## src/rtl/updn_pkg.sv

```systemverilog
package updn_pkg;
  typedef enum logic [1:0] {
    POS_BOT  = 2'd0,
    POS_CODE = 2'd1,
    POS_TOP  = 2'd2
  } pos_kind_e;
endpackage

```

## src/rtl/updn_pin_sync.sv

```systemverilog
module updn_pin_sync #(
  parameter int   STAGES  = 2,
  parameter logic RST_VAL = 1'b0
) (
  input  logic clk_i,
  input  logic rst_ni,
  input  logic d_i,
  output logic q_o
);
  logic [STAGES-1:0] ff_q;

  always_ff @(posedge clk_i or negedge rst_ni) begin
    if (!rst_ni) ff_q <= {STAGES{RST_VAL}};
    else         ff_q <= {ff_q[STAGES-2:0], d_i};
  end

  assign q_o = ff_q[STAGES-1];
endmodule

```

## src/rtl/updn_cmd_dec.sv

```systemverilog
module updn_cmd_dec (
  input  logic clk_i,
  input  logic rst_ni,
  input  logic cs_n_s_i,
  input  logic sclk_s_i,
  input  logic dir_s_i,
  input  logic lock_i,
  output logic step_o,
  output logic up_o,
  output logic shdn_cmd_o
);
  logic sclk_q, dir_q, armed_q, armed_d;
  logic sclk_fall, dir_rise, dir_fall, active;

  assign sclk_fall = sclk_q & ~sclk_s_i;
  assign dir_rise  = ~dir_q & dir_s_i;
  assign dir_fall  = dir_q & ~dir_s_i;
  assign active    = ~cs_n_s_i & ~lock_i;

  always_comb begin
    armed_d = armed_q;
    if (!active)                  armed_d = 1'b0;  // select high or locked
    else if (sclk_fall)           armed_d = 1'b0;  // consumed
    else if (sclk_s_i && dir_rise) armed_d = 1'b1;
    else if (sclk_s_i && dir_fall) armed_d = 1'b0;  // pulse, not shutdown
  end

  always_ff @(posedge clk_i or negedge rst_ni) begin
    if (!rst_ni) begin
      sclk_q  <= 1'b0;
      dir_q   <= 1'b0;
      armed_q <= 1'b0;
    end else begin
      sclk_q  <= sclk_s_i;
      dir_q   <= dir_s_i;
      armed_q <= armed_d;
    end
  end

  assign shdn_cmd_o = active & sclk_fall & armed_q;
  assign step_o     = active & sclk_fall & ~armed_q;
  assign up_o       = dir_s_i;

  a_r9_cs_disarms: assert property (@(posedge clk_i) disable iff (!rst_ni)
    cs_n_s_i |=> !armed_q);
  a_r5_arm_from_rise: assert property (@(posedge clk_i) disable iff (!rst_ni)
    $rose(armed_q) |-> ($past(sclk_s_i) && $past(dir_s_i)));
endmodule

```

## src/rtl/updn_pos_reg.sv

```systemverilog
module updn_pos_reg
  import updn_pkg::*;
#(
  parameter int CODE_W = 7
) (
  input  logic              clk_i,
  input  logic              rst_ni,
  input  logic              step_i,
  input  logic              up_i,
  input  logic              shdn_cmd_i,
  input  logic              lock_i,
  output logic [CODE_W-1:0] code_o,
  output logic              bot_o,
  output logic              top_o,
  output logic              shdn_o
);
  localparam logic [CODE_W-1:0] CODE_MAX = {CODE_W{1'b1}};
  localparam logic [CODE_W-1:0] CODE_MID = {1'b1, {(CODE_W-1){1'b0}}};

  pos_kind_e         kind_q, kind_d;
  logic [CODE_W-1:0] code_q, code_d;
  logic              shdn_q, shdn_d;

  always_comb begin
    kind_d = kind_q;
    code_d = code_q;
    shdn_d = shdn_q;
    if (shdn_cmd_i) begin
      shdn_d = 1'b1;
    end else if (step_i && shdn_q) begin
      shdn_d = 1'b0;  // wake in place
    end else if (step_i) begin
      if (up_i) begin
        unique case (kind_q)
          POS_BOT:  begin kind_d = POS_CODE; code_d = '0; end
          POS_CODE: if (code_q == CODE_MAX) kind_d = POS_TOP;
                    else code_d = code_q + 1'b1;
          default:  ;
        endcase
      end else begin
        unique case (kind_q)
          POS_TOP:  begin kind_d = POS_CODE; code_d = CODE_MAX; end
          POS_CODE: if (code_q == '0) kind_d = POS_BOT;
                    else code_d = code_q - 1'b1;
          default:  ;
        endcase
      end
    end
  end

  always_ff @(posedge clk_i or negedge rst_ni) begin
    if (!rst_ni) begin
      kind_q <= POS_CODE;
      code_q <= CODE_MID;
      shdn_q <= 1'b0;
    end else begin
      kind_q <= kind_d;
      code_q <= code_d;
      shdn_q <= shdn_d;
    end
  end

  assign code_o = code_q;
  assign bot_o  = (kind_q == POS_BOT);
  assign top_o  = (kind_q == POS_TOP);
  assign shdn_o = shdn_q;

  a_r3_top_entry: assert property (@(posedge clk_i) disable iff (!rst_ni)
    $rose(top_o) |-> ($past(code_o) == CODE_MAX));
  a_r3_bot_entry: assert property (@(posedge clk_i) disable iff (!rst_ni)
    $rose(bot_o) |-> ($past(code_o) == '0));
  a_r4_unit_step: assert property (@(posedge clk_i) disable iff (!rst_ni)
    (code_o != $past(code_o)) |->
      ((code_o == $past(code_o) + 1'b1) || (code_o == $past(code_o) - 1'b1)));
  a_r5_shdn_holds: assert property (@(posedge clk_i) disable iff (!rst_ni)
    $rose(shdn_o) |-> ($stable(code_o) && $stable(bot_o) && $stable(top_o)));
  a_r6_wake_in_place: assert property (@(posedge clk_i) disable iff (!rst_ni)
    $fell(shdn_o) |-> ($stable(code_o) && $stable(bot_o) && $stable(top_o)));
  a_r8_lock_freeze: assert property (@(posedge clk_i) disable iff (!rst_ni)
    lock_i |=> ($stable(code_o) && $stable(shdn_o) && $stable(bot_o) && $stable(top_o)));
endmodule

```

## src/rtl/updn_wiper_ctrl.sv

```systemverilog
module updn_wiper_ctrl #(
  parameter int CODE_W      = 7,
  parameter int SYNC_STAGES = 2
) (
  input  logic              clk_i,
  input  logic              rst_ni,
  input  logic              cs_ni,
  input  logic              sclk_i,
  input  logic              dir_i,
  input  logic              lock_i,
  output logic [CODE_W-1:0] code_o,
  output logic              bot_o,
  output logic              top_o,
  output logic              shdn_o
);
  localparam int         NPINS   = 3;
  localparam logic [2:0] PIN_RST = 3'b100;  // {cs_n, sclk, dir}

  logic [NPINS-1:0] pin_raw, pin_s;
  logic step, up, shdn_cmd;

  assign pin_raw = {cs_ni, sclk_i, dir_i};

  for (genvar g = 0; g < NPINS; g++) begin : g_sync
    updn_pin_sync #(
      .STAGES (SYNC_STAGES),
      .RST_VAL(PIN_RST[g])
    ) u_sync (
      .clk_i (clk_i),
      .rst_ni(rst_ni),
      .d_i   (pin_raw[g]),
      .q_o   (pin_s[g])
    );
  end

  updn_cmd_dec u_dec (
    .clk_i     (clk_i),
    .rst_ni    (rst_ni),
    .cs_n_s_i  (pin_s[2]),
    .sclk_s_i  (pin_s[1]),
    .dir_s_i   (pin_s[0]),
    .lock_i    (lock_i),
    .step_o    (step),
    .up_o      (up),
    .shdn_cmd_o(shdn_cmd)
  );

  updn_pos_reg #(.CODE_W(CODE_W)) u_pos (
    .clk_i     (clk_i),
    .rst_ni    (rst_ni),
    .step_i    (step),
    .up_i      (up),
    .shdn_cmd_i(shdn_cmd),
    .lock_i    (lock_i),
    .code_o    (code_o),
    .bot_o     (bot_o),
    .top_o     (top_o),
    .shdn_o    (shdn_o)
  );
endmodule

```

## config.mk

```make
export PLATFORM = sky130hd
export DESIGN_NAME = updn_wiper_ctrl
export DESIGN_NICKNAME = d
export VERILOG_FILES = /design/src/rtl/updn_pkg.sv /design/src/rtl/updn_pin_sync.sv /design/src/rtl/updn_cmd_dec.sv /design/src/rtl/updn_pos_reg.sv /design/src/rtl/updn_wiper_ctrl.sv
export SDC_FILE = /design/constraint.sdc
export NUM_CORES = 1
export LEC_CHECK = 0
export BUFFER_PORTS_ARGS = -buffer_cell sky130_fd_sc_hd__buf_2
export CAP_MARGIN = 20
export CORE_MARGIN = 8
export CORE_UTILIZATION = 55
export DETAILED_ROUTE_END_ITERATION = 7
export PLACE_DENSITY_LB_ADDON = 0.15
export SLEW_MARGIN = 25
export SYNTH_ARGS = -nofsm -noshare
export SYNTH_HDL_FRONTEND = slang
export SYNTH_HIERARCHICAL = 1
export SYNTH_SLANG_ARGS = --single-unit
```

## constraint.sdc

```tcl
create_clock -name clk_i -period 2 [get_ports clk_i]
set_input_delay 0.1 -clock clk_i [delete_from_list [all_inputs] [get_ports clk_i]]
set_output_delay 0.1 -clock clk_i [all_outputs]
set_load 0.02 [all_outputs]
```

==> results_dict.tcl <==
set metrics [dict create \
    outcome "completed" \
    num_antenna_cells 0 \
    grt_pass1_vias 900 \
    cap_viol_max_count 0 \
    yosys-top-cells-area "dfrtp_1, dfstp_2, ha_1" \
    num_rows 16 \
    via_per_inst 6.09 \
    drtIter0Drc 81 \
    cts_buffer_depth 2 \
    cts_tree "built" \
    worst_pin_slew_ns 0.493 \
    timing.slew.headroom 0.671 \
    min_path_cells 3 \
    crit_type "reg -> reg" \
    syn_to_final_growth_pct 14.8 \
    cts_root_buffer "clkbuf_4" \
    post-route-period-util 0.952 \
    grt_usage 0.152 \
    finClkSkew_ns 0.00863 \
    drive_above_1_share 0.293 \
    grt_start_max_net_pins 20 \
    ys.flop_type "dfrtp_1" \
    grt_pass1_wl_um 4210 \
    postRouteAntennaNets 0 \
    placed_cells 150 \
    initial_core_util 0.584 \
    synth_top_area_cell "dfrtp_1" \
    fp.dieW_um 61.6 \
    async_reset_ff_frac 1.00 \
    cts_sinks 19 \
    leakagePower_nw 0.590 \
    numCtsBuffers 3 \
    cp_max_fo 9 \
    clock.fmax_mhz 525 \
    grt_overflow_total 0 \
    rr_worst_depth 6 \
    synth-seq-cells 19 \
    cp.arrival_ns 2.09 \
    pre_cts_ws_ns 0.0268 \
    synth_warnings 6 \
    clk_latency_ns 0.30 \
    vias 974 \
    setup_tns_ns 0 \
    rsz0062_at_grt "no" \
    die_height_um 61.6 \
    portBuffers 15 \
    required_ns 2.19 \
    antenna_found_initial 0 \
    netlist_instances 112 \
    num_io_pins 16 \
    slew_violations 0 \
    drc_errors 0 \
    fin_ws_ns 0.0959 \
    hold_viol 0 \
    core_sq_um 1960 \
    die-area_sq_um 3800 \
    critPathLaunchType "flop" \
    syn_area_sq_um 1140 \
    synth_edf_count 0 \
    hold_path.class "in -> reg" \
    irDropWorstVdd_mv 0.807 \
    clk_pin_slew_ns 0.11 \
    layout_common_cells "dfrtp_1, buf_2, nand2_1" \
    fin_crit_ns 1.90 \
    ys_seq_area_frac 0.420 \
    dr.pass1.iters 4 \
    final_util 0.670 \
    stdcell_count 160 \
    avgSynthCellArea_sq_um 10.2 \
    gp_congestion 0.858 \
    end_kind "flop" \
    wire_per_inst_um 15.9 \
    nNetsFinal 143 \
    powerDensity_nw_per_um2 1080 \
    power.total_mw 1.42 \
    dp_hpwl_um 1740 \
    finalSetupViolCount 0 \
    wirelength_um 2550 \
    synth.distinct_cells 46 \
    syn-num-nets 121 \
    synth.top_cell.area_share 0.328 \
    h-tree-depth 1 \
]
[synthesized netlist by cell type, types with 2 or more instances]
library cell / n
a21o_1: 2
a21oi_1: 4
a22o_1: 4
a31oi_1: 2
and3_1: 2
and4_1: 2
buf_2: 2
buf_6: 3
dfrtp_1: 15
dfstp_2: 4
ha_1: 3
inv_1: 5
nand2_1: 8
nand2b_1: 2
nand3_1: 4
nand4_1: 4
nor2_1: 5
nor2b_1: 4
nor3b_1: 2
o211ai_1: 5
o21ai_0: 3
o21ai_1: 2
o21ba_2: 2
[layout make-up]
class	instances	area [sq um]
fillers	165	648
multi-input cells	81	601
flip-flops and latches	19	480
repair buffers	24	153
well taps	27	33.8
clock buffers	3	22.5
inverters	5	18.8
clock inverters	1	5.00
[worst paths after layout]
check | start | to | slack [ns]
max in group asynchronous | rst_ni | g_sync[2].u_sync/ff_q[0] | 1.40
worst max register to register | u_pos/code_o[1] | u_pos/code_o[4] | 0.1
worst max-delay path | u_pos/code_o[1] | u_pos/code_o[4] | 0.1
worst min-delay path | lock_i | u_dec/armed_q | 0.08
worst min register to register | g_sync[1].u_sync/ff_q[0] | g_sync[1].u_sync/ff_q[1] | 0.36
min in group asynchronous | rst_ni | u_pos/code_o[1] | 0.26
[kinds of logic after synthesis]
logic type | Yosys count | synth area share
flops | 19 | 0.420
compound gates | 34 | 0.237
mux | 1 | 0.00874
simple gates | 42 | 0.230
fa+ha+maj | 3 | 0.0328
xor+xnor | 1 | 0.00765
buf+inv | 12 | 0.0645
[layer usage]
layer	vias to the layer above	wire length [um]	track usage
met5	-	0	0
met4	0	42	0.0682
met3	6	207	0.0376
met2	45	1200	0.244
met1	457	1090	0.187
li1	466	-	-
[report_power, final]
part | total [mW] | switching (mW) | leakage, nW | internal [mW]
registers | 0.613 | 0.142 | 0.221 | 0.471
clock network | 0.196 | 0.121 | 0.0177 | 0.0746
logic | 0.615 | 0.352 | 0.351 | 0.263
[sequential cells by signal, summed over array words and instances (netlist names)]
signal,flops
u_pos/shdn_o,1
u_pos/code_o,7
g_sync.u_sync/ff_q,6
u_dec/sclk_q,1
u_pos/kind_q,2
u_dec/dir_q,1
u_dec/armed_q,1
[worst max-delay path: stages, from the launching register on]
cell and delay [ns]:
dfrtp_1 0.49, inv_1 0.13, ha_1 0.25, or4b_1 0.51, o21ai_1 0.18, a22o_1 0.17, a22oi_2 0.08
[through the flow]
step,instance area [sq um],hold slack (ns)
2_1_floorplan,1140,-0.196
3_3_place_gp,1220,0.0547
3_5_place_dp,1220,0.0640
4_1_cts,1290,0.0580
5_1_grt,1310,0.0689
6_report,1310,0.0764
[what timing repair did]
| action | CTS | global route |
|---|---|---|
| hold buffers | 4 | 0 |
| hold endpoints to repair | 18 | 0 |
| resized for setup | 0 | 3 |
| setup endpoints to repair | 0 | 7 |
| buffers inserted | 0 | 2 |
Power figures use the tool's default switching activity.
